[src/rtl/sdt_pkg.sv]
package sdt_pkg;

  typedef enum logic [3:0] {
    CMD_NOP  = 4'd0,
    CMD_ACT  = 4'd1,
    CMD_RD   = 4'd2,
    CMD_RDA  = 4'd3,
    CMD_WR   = 4'd4,
    CMD_WRA  = 4'd5,
    CMD_PRE  = 4'd6,
    CMD_PALL = 4'd7,
    CMD_REF  = 4'd8,
    CMD_SREF = 4'd9,
    CMD_SREX = 4'd10,
    CMD_MRS  = 4'd11,
    CMD_EMRS = 4'd12,
    CMD_BST  = 4'd13
  } sdt_cmd_e;

  typedef enum logic [1:0] {
    MODE_NORMAL = 2'd0,
    MODE_PDOWN  = 2'd1,
    MODE_SREF   = 2'd2
  } sdt_mode_e;

endpackage

[src/rtl/sdt_bank.sv]
module sdt_bank #(
  parameter int BURST_CYCLES = 2
) (
  input  logic clk,
  input  logic rst_n,
  input  logic act_i,
  input  logic ap_i,
  input  logic close_i,
  output logic open_o,
  output logic closing_o
);

  localparam int CNT_W = $clog2(BURST_CYCLES + 1);

  logic             open_q, open_d;
  logic [CNT_W-1:0] cnt_q, cnt_d;
  logic             upd;

  assign closing_o = (cnt_q != '0);
  assign upd       = act_i | ap_i | close_i | closing_o;

  always_comb begin
    open_d = open_q;
    cnt_d  = cnt_q;
    if (close_i) begin
      open_d = 1'b0;
      cnt_d  = '0;
    end else if (ap_i) begin
      cnt_d = CNT_W'(BURST_CYCLES);
    end else if (act_i) begin
      open_d = 1'b1;
    end else if (closing_o) begin
      cnt_d = cnt_q - CNT_W'(1);
      if (cnt_q == CNT_W'(1)) open_d = 1'b0;
    end
  end

  always_ff @(posedge clk or negedge rst_n) begin
    if (!rst_n) begin
      open_q <= 1'b0;
      cnt_q  <= '0;
    end else if (upd) begin
      open_q <= open_d;
      cnt_q  <= cnt_d;
    end
  end

  assign open_o = open_q;

endmodule

[src/rtl/sdt_power_ctrl.sv]
module sdt_power_ctrl
  import sdt_pkg::*;
#(
  parameter int WAKE_CYCLES      = 2,
  parameter int READ_LOCK_CYCLES = 200
) (
  input  logic      clk,
  input  logic      rst_n,
  input  logic      cke_i,
  input  logic      sref_go_i,
  output sdt_mode_e mode_o,
  output logic      cke_q_o,
  output logic      gate_busy_o,
  output logic      read_lock_o
);

  localparam int GATE_W = $clog2(WAKE_CYCLES + 1);
  localparam int LOCK_W = $clog2(READ_LOCK_CYCLES + 1);

  sdt_mode_e         mode_q, mode_d;
  logic              cke_q;
  logic [GATE_W-1:0] gate_q, gate_d;
  logic [LOCK_W-1:0] lock_q, lock_d;
  logic              cke_rise;

  assign cke_rise = ~cke_q & cke_i;

  always_comb begin
    mode_d = mode_q;
    unique case (mode_q)
      MODE_NORMAL: begin
        if (sref_go_i)   mode_d = MODE_SREF;
        else if (!cke_i) mode_d = MODE_PDOWN;
      end
      MODE_PDOWN: if (cke_i) mode_d = MODE_NORMAL;
      MODE_SREF:  if (cke_rise) mode_d = MODE_NORMAL;
      default:    mode_d = MODE_NORMAL;
    endcase
  end

  always_comb begin
    if (cke_rise)              gate_d = GATE_W'(WAKE_CYCLES);
    else if (gate_q != '0)     gate_d = gate_q - GATE_W'(1);
    else                       gate_d = gate_q;
    if (mode_q == MODE_SREF && cke_rise) lock_d = LOCK_W'(READ_LOCK_CYCLES);
    else if (lock_q != '0)               lock_d = lock_q - LOCK_W'(1);
    else                                 lock_d = lock_q;
  end

  always_ff @(posedge clk or negedge rst_n) begin
    if (!rst_n) begin
      mode_q <= MODE_NORMAL;
      cke_q  <= 1'b0;
      gate_q <= '0;
      lock_q <= '0;
    end else begin
      mode_q <= mode_d;
      cke_q  <= cke_i;
      if (cke_rise || gate_q != '0) gate_q <= gate_d;
      if (cke_rise || lock_q != '0) lock_q <= lock_d;
    end
  end

  assign mode_o      = mode_q;
  assign cke_q_o     = cke_q;
  assign gate_busy_o = (gate_q != '0);
  assign read_lock_o = (lock_q != '0);

endmodule

[src/rtl/sdt_cmd_check.sv]
module sdt_cmd_check
  import sdt_pkg::*;
#(
  parameter int NUM_BANKS = 2,
  parameter int BA_W      = 1
) (
  input  sdt_cmd_e             cmd_i,
  input  logic [BA_W-1:0]      ba_i,
  input  logic                 cke_q_i,
  input  logic                 gate_busy_i,
  input  sdt_mode_e            mode_i,
  input  logic                 read_lock_i,
  input  logic [NUM_BANKS-1:0] open_i,
  input  logic [NUM_BANKS-1:0] closing_i,
  output logic                 illegal_o,
  output logic                 accept_o,
  output logic                 sref_go_o
);

  logic all_idle, any_closing, tgt_open, tgt_closing, not_ready;

  assign all_idle    = ~|open_i;
  assign any_closing = |closing_i;
  assign tgt_open    = open_i[ba_i];
  assign tgt_closing = closing_i[ba_i];
  assign not_ready   = ~tgt_open | tgt_closing;

  always_comb begin
    illegal_o = 1'b0;
    accept_o  = 1'b0;
    if (cke_q_i) begin
      if (gate_busy_i || mode_i != MODE_NORMAL) begin
        illegal_o = (cmd_i != CMD_NOP);
      end else begin
        unique case (cmd_i)
          CMD_NOP:                    illegal_o = 1'b0;
          CMD_ACT:                    illegal_o = tgt_open;
          CMD_RD, CMD_RDA:            illegal_o = not_ready | read_lock_i;
          CMD_WR, CMD_WRA:            illegal_o = not_ready;
          CMD_PRE, CMD_PALL:          illegal_o = 1'b0;
          CMD_REF, CMD_SREF,
          CMD_MRS, CMD_EMRS:          illegal_o = ~all_idle;
          CMD_SREX:                   illegal_o = 1'b1;
          CMD_BST:                    illegal_o = any_closing;
          default:                    illegal_o = 1'b1;
        endcase
        accept_o = ~illegal_o & (cmd_i != CMD_NOP);
      end
    end
  end

  assign sref_go_o = accept_o & (cmd_i == CMD_SREF);

endmodule

[src/rtl/sdram_bank_tracker.sv]
module sdram_bank_tracker
  import sdt_pkg::*;
#(
  parameter int NUM_BANKS        = 2,
  parameter int BURST_CYCLES     = 2,
  parameter int WAKE_CYCLES      = 2,
  parameter int READ_LOCK_CYCLES = 200,
  localparam int BA_W            = (NUM_BANKS > 1) ? $clog2(NUM_BANKS) : 1
) (
  input  logic                 clk,
  input  logic                 rst_n,
  input  logic [3:0]           cmd_i,
  input  logic [BA_W-1:0]      ba_i,
  input  logic                 cke_i,
  output logic                 illegal_o,
  output logic                 dq_hiz_o,
  output logic [NUM_BANKS-1:0] bank_open_o,
  output logic [1:0]           mode_o
);

  logic [1:0]           rst_pipe;
  logic                 rst_n_sync;
  sdt_cmd_e             cmd;
  sdt_mode_e            mode;
  logic                 cke_q, gate_busy, read_lock;
  logic                 bad, accept, sref_go;
  logic                 illegal_q;
  logic [NUM_BANKS-1:0] open_v, closing_v;

  always_ff @(posedge clk or negedge rst_n) begin
    if (!rst_n) rst_pipe <= 2'b00;
    else        rst_pipe <= {rst_pipe[0], 1'b1};
  end
  assign rst_n_sync = rst_pipe[1];

  assign cmd = sdt_cmd_e'(cmd_i);

  sdt_power_ctrl #(
    .WAKE_CYCLES      (WAKE_CYCLES),
    .READ_LOCK_CYCLES (READ_LOCK_CYCLES)
  ) u_power (
    .clk         (clk),
    .rst_n       (rst_n_sync),
    .cke_i       (cke_i),
    .sref_go_i   (sref_go),
    .mode_o      (mode),
    .cke_q_o     (cke_q),
    .gate_busy_o (gate_busy),
    .read_lock_o (read_lock)
  );

  sdt_cmd_check #(
    .NUM_BANKS (NUM_BANKS),
    .BA_W      (BA_W)
  ) u_check (
    .cmd_i       (cmd),
    .ba_i        (ba_i),
    .cke_q_i     (cke_q),
    .gate_busy_i (gate_busy),
    .mode_i      (mode),
    .read_lock_i (read_lock),
    .open_i      (open_v),
    .closing_i   (closing_v),
    .illegal_o   (bad),
    .accept_o    (accept),
    .sref_go_o   (sref_go)
  );

  for (genvar b = 0; b < NUM_BANKS; b++) begin : g_bank
    logic sel, act_s, ap_s, close_s;
    assign sel     = (ba_i == BA_W'(b));
    assign act_s   = accept & sel & (cmd == CMD_ACT);
    assign ap_s    = accept & sel & (cmd == CMD_RDA || cmd == CMD_WRA);
    assign close_s = accept & ((sel & (cmd == CMD_PRE)) | (cmd == CMD_PALL));

    sdt_bank #(
      .BURST_CYCLES (BURST_CYCLES)
    ) u_bank (
      .clk       (clk),
      .rst_n     (rst_n_sync),
      .act_i     (act_s),
      .ap_i      (ap_s),
      .close_i   (close_s),
      .open_o    (open_v[b]),
      .closing_o (closing_v[b])
    );
  end

  always_ff @(posedge clk or negedge rst_n_sync) begin
    if (!rst_n_sync) illegal_q <= 1'b0;
    else             illegal_q <= bad;
  end

  assign illegal_o   = illegal_q;
  assign bank_open_o = open_v;
  assign mode_o      = mode;
  assign dq_hiz_o    = ~cke_i | (mode != MODE_NORMAL);

endmodule

[config.mk]
export PLATFORM = sky130hd
export DESIGN_NAME = sdram_bank_tracker
export DESIGN_NICKNAME = d
export VERILOG_FILES = /design/src/rtl/sdt_pkg.sv /design/src/rtl/sdt_bank.sv /design/src/rtl/sdt_power_ctrl.sv /design/src/rtl/sdt_cmd_check.sv /design/src/rtl/sdram_bank_tracker.sv
export SDC_FILE = /design/constraint.sdc
export NUM_CORES = 1
export LEC_CHECK = 0
export ABC_AREA = 0
export BUFFER_PORTS_ARGS = -buffer_cell sky130_fd_sc_hd__buf_2
export CORE_MARGIN = 3
export CORE_UTILIZATION = 43
export DETAILED_ROUTE_END_ITERATION = 7
export GPL_TIMING_DRIVEN = 0
export PLACE_DENSITY = 0.62
export SYNTH_ARGS = -nofsm -noshare
export SYNTH_HDL_FRONTEND = slang
export SYNTH_SLANG_ARGS = --single-unit
[constraint.sdc]
create_clock -name clk -period 1.2 [get_ports clk]
set_input_delay 0.24 -clock clk [delete_from_list [all_inputs] [get_ports clk]]
set_output_delay 0.24 -clock clk [all_outputs]
set_load 0.05 [all_outputs]
# ---- Word-level counts from Yosys, hierarchy flattened
# Cells that the tools add are included.
# W data, S select, Z words.
dict set report word_totals {
  input_bits 8
  word_cells 139
  ff_bits 22
}
dict set report op_classes {
  eq_ne 23
  order_cmp 1
  reduce_logical 34
  add_sub_neg 4
  muxes 38
  n_bitwise 29
}
# operator n
set ops {}
lappend ops {{$mux W2} 14}
lappend ops {{$eq A4 B4 Y1 const B} 5}
lappend ops {{$mux W1} 20}
lappend ops {{$reduce_bool A3 Y1} 6}
lappend ops {{$eq A4 B3 Y1 const B} 4}
lappend ops {{$mux W8} 2}
lappend ops {{$and A1 B1 Y1} 13}
lappend ops {{$reduce_bool A2 Y1} 6}
lappend ops {{$or A1 B1 Y1} 11}
lappend ops {{$ne A3 B3 Y1 const B} 3}
lappend ops {{$reduce_and A3 Y1} 3}
lappend ops {{$eq A4 B2 Y1 const B} 2}
lappend ops {{$reduce_and A4 Y1} 2}
lappend ops {{$reduce_bool A8 Y1} 1}
lappend ops {{$reduce_or A2 Y1} 4}
lappend ops {{$sub A8 B1 Y8 const B} 1}
lappend ops {{$eq A2 B1 Y1 const B} 3}
lappend ops {{$ne A2 B2 Y1 const B} 3}
lappend ops {{$pmux W1 S6} 1}
lappend ops {{$pmux W2 S3} 1}
lappend ops {{$sub A2 B1 Y2 const B} 3}
lappend ops {{$not A1 Y1} 5}
lappend ops {{$eq A4 B1 Y1 const B} 1}
lappend ops {{$logic_not A4 Y1} 1}
lappend ops {{10 further kinds} 14}

# ---- Depth between registers and ports, before layout
dict set report logic_depth {
  depth_word 18
  ltp_mapped 8
  ltp_nobuf 7
}

# ---- Cells and area by module
# From an unflattened synthesis, not the netlist that was laid out.
dict set report hier_totals {
  cells_unflattened 148
  area_unflattened_um2 1417.6
}
# module area_each_um2 seq_area_each_um2 instances cells_per_inst
set by_module_without_submodules {}
lappend by_module_without_submodules {sdt_power_ctrl 691.9 325.3 1 67}
lappend by_module_without_submodules {sdt_bank 195.2 75.1 2 19}
lappend by_module_without_submodules {sdt_cmd_check 173.9 0.0 1 25}
lappend by_module_without_submodules {sdram_bank_tracker 161.4 75.1 1 18}

# ---- Least setup slack after synthesis
# Ideal clock, no wire load.
dict set report synth_timing {
  path_type {flip-flop to flip-flop}
  startpoint {reg u_power.mode_q[1] (netlist: u_power.mode_o[1])}
  endpoint {reg g_bank[0].u_bank.cnt_q[1]}
  path_stages_with_launch 6
  arrival_time_ns 2.021
  path_slack_ns -0.908
  required_time_ns 1.113
  cell_sequence {dfrtp_1 -> nor3b_1 -> o21ai_1 -> o41ai_2 -> mux2_2 -> a22oi_1}
}
dict set report synth_between {
  elab_chain_cells 10
  elab_cells_between_ends 16
  cone_classes {1 x eq/ne; 4 x mux; 7 x bitwise; 4 x reduce/logical}
}
# element line_no
set synth_rtl {}
lappend synth_rtl {{start: declaration} sdt_power_ctrl.sv:20} ;# sdt_mode_e mode_q, mode_d;
lappend synth_rtl {{start signal: assignment} sdt_power_ctrl.sv:57} ;# mode_q <= mode_d;
lappend synth_rtl {{$reduce_bool A2 Y1 *} sdt_cmd_check.sv:32} ;# if (gate_busy_i || mode_i != MODE_NORMAL) begin
lappend synth_rtl {{$logic_or A1 B1 Y1 *} sdt_cmd_check.sv:32}
lappend synth_rtl {{$mux W1 *} sdt_cmd_check.sv:32}
lappend synth_rtl {{$mux W1 *} sdt_cmd_check.sv:31} ;# if (cke_q_i) begin
lappend synth_rtl {{$and A1 B1 Y1} {sdram_bank_tracker.sv:72, sdram_bank_tracker.sv:73}}
lappend synth_rtl {{$and A1 B1 Y1, on equally long branches} {sdram_bank_tracker.sv:72, sdram_bank_tracker.sv:73}}
lappend synth_rtl {{$or A1 B1 Y1 (3 in series)} sdt_bank.sv:20} ;# assign upd = act_i | ap_i | close_i | closing_o;
lappend synth_rtl {{$reduce_and A3 Y1 (no source line)} n/a}
lappend synth_rtl {{end signal: assignment} sdt_bank.sv:44} ;# cnt_q <= cnt_d;
lappend synth_rtl {{end: declaration} sdt_bank.sv:16} ;# logic [CNT_W-1:0] cnt_q, cnt_d;
# Every way passes the cells marked *; elsewhere a longest branch is shown, timed or not.
# A chain may end at the register's enable or synchronous reset.

# ---- Final worst setup path
dict set report layout_timing {
  startpoint {reg u_power.gate_q[1]}
  endpoint {reg g_bank[0].u_bank.cnt_q[1]}
}
dict set report layout_between {
  elab_chain_cells 10
  elab_cells_between_ends 16
  cone_classes {1 x eq/ne; 4 x mux; 7 x bitwise; 4 x reduce/logical}
}
# element line_no
set layout_rtl {}
lappend layout_rtl {{start: declaration} sdt_power_ctrl.sv:22} ;# logic [GATE_W-1:0] gate_q, gate_d;
lappend layout_rtl {{start signal: assignment} sdt_power_ctrl.sv:59} ;# if (cke_rise || gate_q != '0) gate_q <= gate_d;
lappend layout_rtl {{$reduce_bool A2 Y1 *} sdt_power_ctrl.sv:66} ;# assign gate_busy_o = (gate_q != '0);
lappend layout_rtl {{$logic_or A1 B1 Y1 *} sdt_cmd_check.sv:32}
lappend layout_rtl {{$mux W1 *} sdt_cmd_check.sv:32}
lappend layout_rtl {{$mux W1 *} sdt_cmd_check.sv:31}
lappend layout_rtl {{$and A1 B1 Y1} {sdram_bank_tracker.sv:72, sdram_bank_tracker.sv:73}}
lappend layout_rtl {{$and A1 B1 Y1, on equally long branches} {sdram_bank_tracker.sv:72, sdram_bank_tracker.sv:73}}
lappend layout_rtl {{$or A1 B1 Y1 (3 in series)} sdt_bank.sv:20}
lappend layout_rtl {{$reduce_and A3 Y1 (no source line)} n/a}
# Marks and branches as above.

==> results_dict.tcl <==
set metrics [dict create \
    hpwl_mm 2.27 \
    htree_levels 1 \
    yosysTopAreaCell "dfrtp_1" \
    synth-seq-cells 22 \
    via_per_inst 5.32 \
    grtUsageTotal_pct 18.2 \
    required_ns 1.44 \
    cp_num_buf_inv 1 \
    insertion_delay_ns 0.31 \
    fin_nets 200 \
    place_inst 201 \
    gp_congestion 0.826 \
    synth_flop_cell "dfrtp_1" \
    synth.top_cell.area_share_pct 38.5 \
    cpPeakStageDelay_ns 0.42 \
    worst_pin_slew_ns 0.847 \
    rsz0062_at_grt "true" \
    skew_ns 0.00575 \
    drcViolationCount 0 \
    power_leakage_nw 0.896 \
    synth_edf_count 0 \
    antenna_left 0 \
    cts_buffer_depth 2 \
    grt_max_degree 21 \
    syn_area_per_cell_um2 9.74 \
    crit_chain "inv_2, ha_4, nor3b_4, o21ai_4, o41ai_4, mux2_4, a22oi_2" \
    r2r_start "u_power.gate_q[1]" \
    yosysWarnings 0 \
    seq_area_frac_synth_pct 38.5 \
    drv_slew 0 \
    critical_path_arrival_ns 2.19 \
    grt_pass1_wl_mm 5.88 \
    status "finished with violations" \
    clockRootBuffer "clkbuf_4" \
    async_reset_ff_share_pct 100 \
    reg2reg_depth 7 \
    slew_headroom_pct 43.5 \
    fmax_mhz 513 \
    vias 1212 \
    antenna_found_initial 0 \
    violations "setup timing" \
    cp_top_family "compound AO/OA/AOI/OAI gates" \
    placed_area_um2 1640 \
    drive_gt1_share_pct 50.5 \
    finalSetupViolCount 22 \
    ios 14 \
    hold_start "cke_i" \
    synthCells 147 \
    cp-start-kind "register" \
    wl_mm 3.39 \
    fin_cells 228 \
    cp_max_fo 4 \
    worst-r2r-setup-slack_ns -0.75 \
    p_total_mw 3.92 \
    rr_endpoint "g_bank[0].u_bank.cnt_q[1]" \
    min_period_ns 1.95 \
    start_util_pct 46.1 \
    synth_nets 162 \
    powerDensity_nw_per_um2 1910 \
    hold_class "input pin to register" \
    core-area_um2 3100 \
    synth_area_um2 1430 \
    die_h_um 63.7 \
    ir_drop_v 0.00110 \
    finalWorstSetupSlack_ns -0.751 \
    dr.pass1.iters 4 \
    port_buffers 10 \
    cts_tree "built" \
    clkTransAtPathRegs_ns 0.13 \
    fp-row-count 20 \
    overflow 0 \
    die_w_um 63.7 \
    hold_violations 0 \
    synth_area_leaders "dfrtp_1, ha_1, nor2_1" \
    whs_endpoint "u_power.cke_q_o" \
    period_share_pct 163 \
    clock_sinks 22 \
    grt_pass1_vias 1260 \
    cts_inserted_buffers 3 \
    final_area_um2 2050 \
    drt_iter0_drc 49 \
    diodes 0 \
    end_kind "register" \
    die_area_um2 4060 \
    areaGrowthSynthToFinish_pct 43.4 \
    whs_path_depth 1 \
    max_cap_violations 0 \
    synth_cell_type_count 48 \
    worst-setup-path-type "register to register" \
    wl_per_cell_um 14.9 \
    worst_path_max_delay_cell "dfrtp_1" \
]
cell usage after synthesis (2+ instances only):
library cell / instances
xnor2_1: 3
ha_1: 7
a2bb2oi_1: 2
inv_1: 11
mux2_2: 2
a21o_1: 3
nand3_1: 5
a21boi_0: 2
o21ai_0: 4
buf_4: 3
or4_1: 3
nor3b_1: 3
and2_1: 2
dfrtp_1: 22
buf_2: 3
nor4_1: 3
nor2_1: 16
nor2b_1: 5
a21oi_1: 2
o211a_1: 2
xor2_1: 5
a22oi_1: 2
nand2b_1: 2
nand2_1: 11
power breakdown:
| part | internal [mW] | total (mW) | switching, mW |
|---|---|---|---|
| Combinational | 1.15 | 2.13 | 0.983 |
| Clock | 0.338 | 0.572 | 0.234 |
| Sequential | 1.00 | 1.22 | 0.217 |
| Total | 2.49 | 3.92 | 1.43 |
repair_timing:
item                                   4_1_cts  5_1_grt
setup endpoints to repair                   22       23
pin swaps                                   11        5
buffers inserted                            17        6
gates resized for setup                     34       17
endpoints found under the hold margin        2        0
hold buffers                                 1        0
routing by layer:
| metal | GRT usage (%) | vias up | share of wire [%] |
|---|---|---|---|
| met3 | 3.74 | 2 | 3.7 |
| met1 | 24.6 | 600 | 47 |
| met4 | 2.96 | 0 | 0.38 |
| met5 | 0 | - | 0 |
| li1 | - | 588 | - |
| met2 | 30.4 | 22 | 49 |
how the worst max path moves through the flow:
stage,depth (start not counted),startpoint,to,slack [ns]
2_1_floorplan,5,u_power.cke_q_o,g_bank[0].u_bank.cnt_q[1],-0.68
3_3_place_gp,6,cmd_i[1],g_bank[0].u_bank.cnt_q[1],-0.83
3_5_place_dp,6,cmd_i[1],g_bank[0].u_bank.cnt_q[1],-0.86
4_1_cts,7,u_power.gate_q[0],g_bank[0].u_bank.cnt_q[1],-0.73
5_1_grt,5,u_power.cke_q_o,g_bank[1].u_bank.cnt_q[1],-0.85
6_report,7,u_power.gate_q[1],g_bank[0].u_bank.cnt_q[1],-0.75
per-stage QoR:
step           TNS, ns  setup WS, ns  util (%)  hold slack [ns]
5_1_grt         -10.38        -0.845      66.1           0.0594
4_1_cts          -8.70        -0.732      63.0           0.0660
6_report         -8.63        -0.751      66.1           0.0831
2_1_floorplan    -6.17        -0.679         -          -0.0556
3_3_place_gp     -8.45        -0.833      52.9           0.0240
3_5_place_dp     -8.87        -0.857      52.9           0.0269
sequential cells by signal, indices dropped and copies added, names as in the netlist:
name	cells
rst_pipe	2
u_power.mode_o	2
g_bank.u_bank.open_o	2
u_power.gate_q	2
illegal_o	1
g_bank.u_bank.cnt_q	4
u_power.lock_q	8
u_power.cke_q_o	1
cell usage in the layout, fill, tap and decap left out, types with 4 or more instances in the layout:
cell type	count
xor2_1	5
clkbuf_4	4
inv_1	6
dfrtp_1	17
nor2b_1	5
buf_4	19
inv_2	5
buf_2	5
dfrtp_2	5
nor2_1	12
buf_8	4
nand2_1	8
buf_6	9
cells by family (layout without fill, tap and decap cells):
group	after synthesis	in the layout	synth area share [%]
AND/OR/NAND/NOR	60	60	24.7
AO/OA/AOI/OAI	28	28	17.0
flip-flops	22	22	38.5
buffers and inverters	17	54	5.51
XOR/XNOR	8	8	4.90
adder cells (fa/ha/maj)	7	7	6.12
multiplexers	4	4	3.06
other	1	1	0.262
layout make-up:
type                    instances  area, um^2
plain buffers                   5        42.5
flip-flops and latches         22         557
fillers                       274        1050
repair buffers                 34         304
inverters                      11        41.3
multi-input cells             108        1000
well taps                      44        55.1
clock inverters                 1        30.0
clock buffers                   3        22.5
Note: power is estimated with default switching activity, not from simulation.
